===== config.mk =====
export PLATFORM = sky130hd
export DESIGN_NAME = rtc_wakeup_timer
export DESIGN_NICKNAME = d
export VERILOG_FILES = /design/src/rtl/rtc_wt_pkg.sv /design/src/rtl/rtc_wt_regs.sv /design/src/rtl/rtc_wt_counter.sv /design/src/rtl/rtc_wt_flags.sv /design/src/rtl/rtc_wakeup_timer.sv
export SDC_FILE = /design/constraint.sdc
export NUM_CORES = 1
export LEC_CHECK = 0
export ABC_AREA = 1
export CORE_AREA = 5 5 105 107
export CTS_CLUSTER_DIAMETER = 50
export CTS_CLUSTER_SIZE = 20
export DETAILED_ROUTE_END_ITERATION = 10
export DIE_AREA = 0 0 110 112
export HOLD_SLACK_MARGIN = 0.06
export PLACE_DENSITY = 0.64
export SLEW_MARGIN = 25
export SYNTH_ARGS = -nofsm -noshare
export SYNTH_HDL_FRONTEND = slang
export SYNTH_SLANG_ARGS = --single-unit

===== constraint.sdc =====
create_clock -name clk -period 1.88 [get_ports clk]
set_input_delay 0.282 -clock clk [delete_from_list [all_inputs] [get_ports clk]]
set_output_delay 0.282 -clock clk [all_outputs]
set_load 0.05 [all_outputs]

===== src/rtl/rtc_wt_pkg.sv =====
package rtc_wt_pkg;
   localparam logic [7:0] ADDR_CTRL_A = 8'h0D;
   localparam logic [7:0] ADDR_FLAGS  = 8'h0E;
   localparam logic [7:0] ADDR_CTRL_B = 8'h0F;

   localparam int RUN_BIT    = 4;
   localparam int IRQEN_BIT  = 4;
   localparam int EXPF_BIT   = 4;
   localparam int LOWV_BIT   = 1;

   localparam logic [7:0] CTRL_A_RST = 8'h02;
   localparam logic [7:0] CTRL_B_RST = 8'h40;

   function automatic logic [7:0] preset_addr(input int idx);
      case (idx)
         0:       preset_addr = 8'h1C;
         1:       preset_addr = 8'h1D;
         default: preset_addr = 8'h1E;
      endcase
   endfunction

   function automatic logic [7:0] count_addr(input int idx);
      case (idx)
         0:       count_addr = 8'h0B;
         1:       count_addr = 8'h0C;
         default: count_addr = 8'h1F;
      endcase
   endfunction
endpackage


===== src/rtl/rtc_wt_regs.sv =====
module rtc_wt_regs
   import rtc_wt_pkg::*;
#(
   parameter int DATA_W = 8,
   parameter int CNT_W  = 24
) (
   input  logic              clk,
   input  logic              rst_n,
   input  logic              reg_wr,
   input  logic [7:0]        reg_addr,
   input  logic [DATA_W-1:0] reg_wdata,
   output logic [DATA_W-1:0] ctrl_a,
   output logic [DATA_W-1:0] ctrl_b,
   output logic [CNT_W-1:0]  preset
);
   localparam int NBYTES = CNT_W / DATA_W;

   always_ff @(posedge clk or negedge rst_n) begin
      if (!rst_n) begin
         ctrl_a <= DATA_W'(CTRL_A_RST);
         ctrl_b <= DATA_W'(CTRL_B_RST);
      end else if (reg_wr) begin
         if (reg_addr == ADDR_CTRL_A) ctrl_a <= reg_wdata;
         if (reg_addr == ADDR_CTRL_B) ctrl_b <= reg_wdata;
      end
   end

   for (genvar b = 0; b < NBYTES; b++) begin : g_preset
      always_ff @(posedge clk or negedge rst_n) begin
         if (!rst_n)
            preset[b*DATA_W +: DATA_W] <= '0;
         else if (reg_wr && reg_addr == preset_addr(b))
            preset[b*DATA_W +: DATA_W] <= reg_wdata;
      end
   end
endmodule


===== src/rtl/rtc_wt_counter.sv =====
module rtc_wt_counter #(
   parameter int CNT_W = 24,
   parameter int SEL_W = 2
) (
   input  logic                 clk,
   input  logic                 rst_n,
   input  logic                 run_en,
   input  logic [SEL_W-1:0]     src_sel,
   input  logic [(1<<SEL_W)-1:0] tick_vec,
   input  logic [CNT_W-1:0]     preset,
   output logic [CNT_W-1:0]     count,
   output logic                 run_q,
   output logic                 tick_sel,
   output logic                 expire
);
   localparam int NUM_SRC = 1 << SEL_W;
   localparam logic [CNT_W-1:0] ONE = CNT_W'(1);

   logic [NUM_SRC-1:0] hit;

   for (genvar i = 0; i < NUM_SRC; i++) begin : g_src
      assign hit[i] = tick_vec[i] && (src_sel == SEL_W'(i));
   end

   assign tick_sel = |hit;
   assign expire   = run_en && run_q && tick_sel && (count == ONE);

   always_ff @(posedge clk or negedge rst_n) begin
      if (!rst_n) begin
         run_q <= 1'b0;
         count <= '0;
      end else begin
         run_q <= run_en;
         if (run_en && !run_q)
            count <= preset;
         else if (run_en && tick_sel && count != '0)
            count <= (count == ONE) ? preset : count - ONE;
      end
   end
endmodule


===== src/rtl/rtc_wt_flags.sv =====
module rtc_wt_flags
   import rtc_wt_pkg::*;
#(
   parameter int DATA_W = 8
) (
   input  logic              clk,
   input  logic              rst_n,
   input  logic              flags_wr,
   input  logic [DATA_W-1:0] reg_wdata,
   input  logic              expire,
   input  logic              low_volt,
   input  logic              irq_en,
   output logic              exp_flag,
   output logic              lowv_flag,
   output logic              irq_n
);
   logic clr_exp, clr_lowv;

   assign clr_exp  = flags_wr && !reg_wdata[EXPF_BIT];
   assign clr_lowv = flags_wr && !reg_wdata[LOWV_BIT];

   always_ff @(posedge clk or negedge rst_n) begin
      if (!rst_n) begin
         exp_flag  <= 1'b0;
         lowv_flag <= 1'b1;
      end else begin
         if (expire)       exp_flag <= 1'b1;
         else if (clr_exp) exp_flag <= 1'b0;
         if (low_volt)      lowv_flag <= 1'b1;
         else if (clr_lowv) lowv_flag <= 1'b0;
      end
   end

   assign irq_n = !(exp_flag && irq_en);
endmodule


===== src/rtl/rtc_wakeup_timer.sv =====
module rtc_wakeup_timer
   import rtc_wt_pkg::*;
#(
   parameter int DATA_W = 8,
   parameter int CNT_W  = 24,
   parameter int SEL_W  = 2
) (
   input  logic                  clk,
   input  logic                  rst_n,
   input  logic                  reg_wr,
   input  logic [7:0]            reg_addr,
   input  logic [DATA_W-1:0]     reg_wdata,
   output logic [DATA_W-1:0]     reg_rdata,
   input  logic [(1<<SEL_W)-1:0] tick_in,
   input  logic                  low_volt,
   output logic                  irq_n
);
   localparam int NBYTES = CNT_W / DATA_W;

   if (DATA_W != 8) begin : g_bad_data_w
      $error("DATA_W must be 8 for the byte register map");
   end
   if (NBYTES != 3 || CNT_W % DATA_W != 0) begin : g_bad_cnt_w
      $error("CNT_W must span exactly three register bytes");
   end
   if (SEL_W < 1 || SEL_W > 2) begin : g_bad_sel_w
      $error("SEL_W must be 1 or 2");
   end

   logic [DATA_W-1:0] ctrl_a, ctrl_b;
   logic [CNT_W-1:0]  preset, count;
   logic              run_en, run_q, tick_sel, expire, irq_en;
   logic              exp_flag, lowv_flag, flags_wr;

   assign run_en   = ctrl_a[RUN_BIT];
   assign irq_en   = ctrl_b[IRQEN_BIT];
   assign flags_wr = reg_wr && (reg_addr == ADDR_FLAGS);

   rtc_wt_regs #(.DATA_W(DATA_W), .CNT_W(CNT_W)) i_regs (
      .clk(clk), .rst_n(rst_n), .reg_wr(reg_wr), .reg_addr(reg_addr),
      .reg_wdata(reg_wdata), .ctrl_a(ctrl_a), .ctrl_b(ctrl_b), .preset(preset)
   );

   rtc_wt_counter #(.CNT_W(CNT_W), .SEL_W(SEL_W)) i_counter (
      .clk(clk), .rst_n(rst_n), .run_en(run_en), .src_sel(ctrl_a[SEL_W-1:0]),
      .tick_vec(tick_in), .preset(preset), .count(count), .run_q(run_q),
      .tick_sel(tick_sel), .expire(expire)
   );

   rtc_wt_flags #(.DATA_W(DATA_W)) i_flags (
      .clk(clk), .rst_n(rst_n), .flags_wr(flags_wr), .reg_wdata(reg_wdata),
      .expire(expire), .low_volt(low_volt), .irq_en(irq_en),
      .exp_flag(exp_flag), .lowv_flag(lowv_flag), .irq_n(irq_n)
   );

   always_comb begin
      reg_rdata = '0;
      case (reg_addr)
         ADDR_CTRL_A: reg_rdata = ctrl_a;
         ADDR_CTRL_B: reg_rdata = ctrl_b;
         ADDR_FLAGS: begin
            reg_rdata[EXPF_BIT] = exp_flag;
            reg_rdata[LOWV_BIT] = lowv_flag;
         end
         default: ;
      endcase
      for (int b = 0; b < NBYTES; b++) begin
         if (reg_addr == preset_addr(b)) reg_rdata = preset[b*DATA_W +: DATA_W];
         if (reg_addr == count_addr(b))  reg_rdata = count[b*DATA_W +: DATA_W];
      end
   end
endmodule


==> metrics <==
run status finished, violations left; failing checks negative setup slack; via count 4465; CTS tree done; Max Clock Skew 7.01 ps; Die H 112 um; number of max-cap violations 0; Max Fclk 0.511 GHz; final WL 13.4 mm; Final WS setup -78.2 ps; GRT Overall Usage 22.7%; Top Ports 33; share of the synthesized area in the top cell type 36.4%; Starting Density 43.8%; NumNets Final 732; root buf cell clkbuf_8; P_leak 0.00290 uW; Critical Path RT 1600 ps; Post-synth EDFFs 0; DP Cell Count 808; commonest non-fill, non-tap cell in the layout nand2_1; Post-Syn Area 4400 um2; vias in the first global route 4229; asr flop ratio synth 100%; ys flop type dfrtp_1; final hold vios 0; die span in x 110 um; Hold Crit Class register to register; die area 12300 um2; Synth cell types 36; most frequent cells in the layout nand2_1, inv_1, dfrtp_1; Vias/cell 5.27; DRT iter0 DRCs 464; Setup Viol. Count Final 7; RD Place Congestion 1.06; Synth Register Bits 67; DR pass1 iterations 7; Worst Tran Pin Value 391 ps; min Tclk post-route 1960 ps; detailed placement HPWL 9.57 mm; Mapped Avg Cell Area 7.25 um2; CTS clk-pin slew, worst paths 80 ps; synth warn 0; share of cells above drive strength 1 30.1%; pre-CTS WS -417 ps; CP endpoint kind output pin; Slew Viols, Final 0; crit path launch type primary input; power density cells 966 nW/um2; Core ar. 10000 um2; TNS Setup -221 ps; final antenna-violating net count 0; Critical Path AT 1680 ps; crit share post-route 104%; Synth-to-Final Area Change 34.8%; filler instances 921; top cells by area, synth dfrtp_1, nand2_1, nand3_1; final instance area 5930 um2; Rows 37; slew margin rel. 73.8%; final std cells w/o fill 847; IO Port Bufs 32; worst-case clock buffer depth 2; Post-Syn Instances 607; largest net degree at the start of global routing 68; post-synth net total 633; crit path max fanout 3; sequential area share after synthesis 38.2%; Worst VDD drop 0.557 mV; RSZ-0062 raised after global routing true; clk_lat worst skew 370 ps; DRC viols 0; critical path class primary input to output pin; # diodes 0; DP Area 5290 um2; CTS Buf Count 9; clk sinks 67; cell taking the most area after synthesis dfrtp_1; H-tree depth 3; first-pass GRT wire length 21.7 mm; initial antenna violation count 0; GR Overflow Total 0; post-DR wirelength/cell 15.8 um
## worst max-delay path, stage by stage
cell     delay, ps
buf_2          150
nand2_2        110
nor2_1         280
buf_4          180
nand3_1         80
nand2_1         90
inv_1           60
nand3_2         70
nand2_1         60
nand4_1        140
buf_12         160
## stage by stage
| stage | utilization (%) | power, uW | hold slack [ps] |
|---|---|---|---|
| 4_1_cts | 57.1 | 5640 | 424 |
| 6_report | 59.1 | 5730 | 420 |
| 5_1_grt | 59.1 | 6150 | 437 |
| 3_5_place_dp | 52.7 | 4290 | 334 |
| 3_3_place_gp | 52.7 | 4240 | 330 |
| 2_1_floorplan | - | 3480 | -13.6 |
## flip-flops by register name, summed over array words and instances, names as in the netlist
signal	cells
i_counter.count	24
i_regs.preset	24
i_regs.ctrl_a	8
i_regs.ctrl_b	8
i_counter.run_q	1
i_flags.exp_flag	1
i_flags.lowv_flag	1
## final timing paths
path | from | end | slack (ps) | depth (start not counted)
min in group asynchronous | rst_n | i_regs.ctrl_b[4] | 460 | 3
max in group asynchronous | rst_n | i_regs.ctrl_b[6] | 1090 | 3
worst max register to register | i_counter.count[4] | i_counter.count[20] | 130 | 10
worst min-delay path | i_regs.ctrl_a[4] | i_counter.run_q | 420 | 0
worst min register to register | i_regs.ctrl_a[4] | i_counter.run_q | 420 | 0
worst max-delay path | reg_addr[1] | reg_rdata[1] | -80 | 11
## Yosys cell counts, types with 4 or more instances
master	number
xor2_1	8
o211ai_1	4
inv_2	5
nor2_1	47
o21ai_1	39
buf_2	6
dfrtp_1	64
nand2_2	11
nor2_4	6
nand2_1	187
inv_1	70
o21ai_0	15
nand3_1	56
buf_6	8
nand4_1	13
nor2_2	5
nand3_2	11
o21ai_2	13
o21a_1	13
## report_power, final
part           internal [uW]  switching, uW  leakage, uW
clock                    659            635    0.0000995
sequential              1730            268     0.000873
combinational            961           1480      0.00193
## kinds of logic after synthesis
family	synth area share (%)
AND/OR/NAND/NOR	37.7
adder cells (fa/ha/maj)	0.568
AO/OA/AOI/OAI	11.8
flip-flops	38.2
buffers and inverters	9.89
XOR/XNOR	1.79
## timing repair
item	in CTS	in global routing
resized for setup	67	47
endpoints found under the setup margin	8	32
hold buffers	1	0
hold endpoints to repair	64	0
pin swaps	25	20
gates cloned	2	1
buffers inserted	10	10
## routing by layer
layer / part of all wire, % / track usage, % / wire, um / up-vias
li1: - / - / - / 2142
met1: 42 / 30.9 / 5590 / 2106
met2: 48 / 35.5 / 6450 / 184
met3: 7.0 / 4.41 / 939 / 33
met4: 3.0 / 8.31 / 399 / 0
met5: 0 / 0 / 0 / -
## layout make-up
| class | instances | area, um2 | area share (%) |
|---|---|---|---|
| clock buffers | 10 | 138 | 2.32 |
| inverters | 77 | 317 | 5.33 |
| flip-flops and latches | 67 | 1680 | 28.4 |
| repair buffers | 104 | 1070 | 18.0 |
| multi-input cells | 447 | 2490 | 41.9 |
| well taps | 136 | 170 | 2.87 |
| clock inverters | 6 | 71.3 | 1.20 |
(Power assumes the default switching activity.)
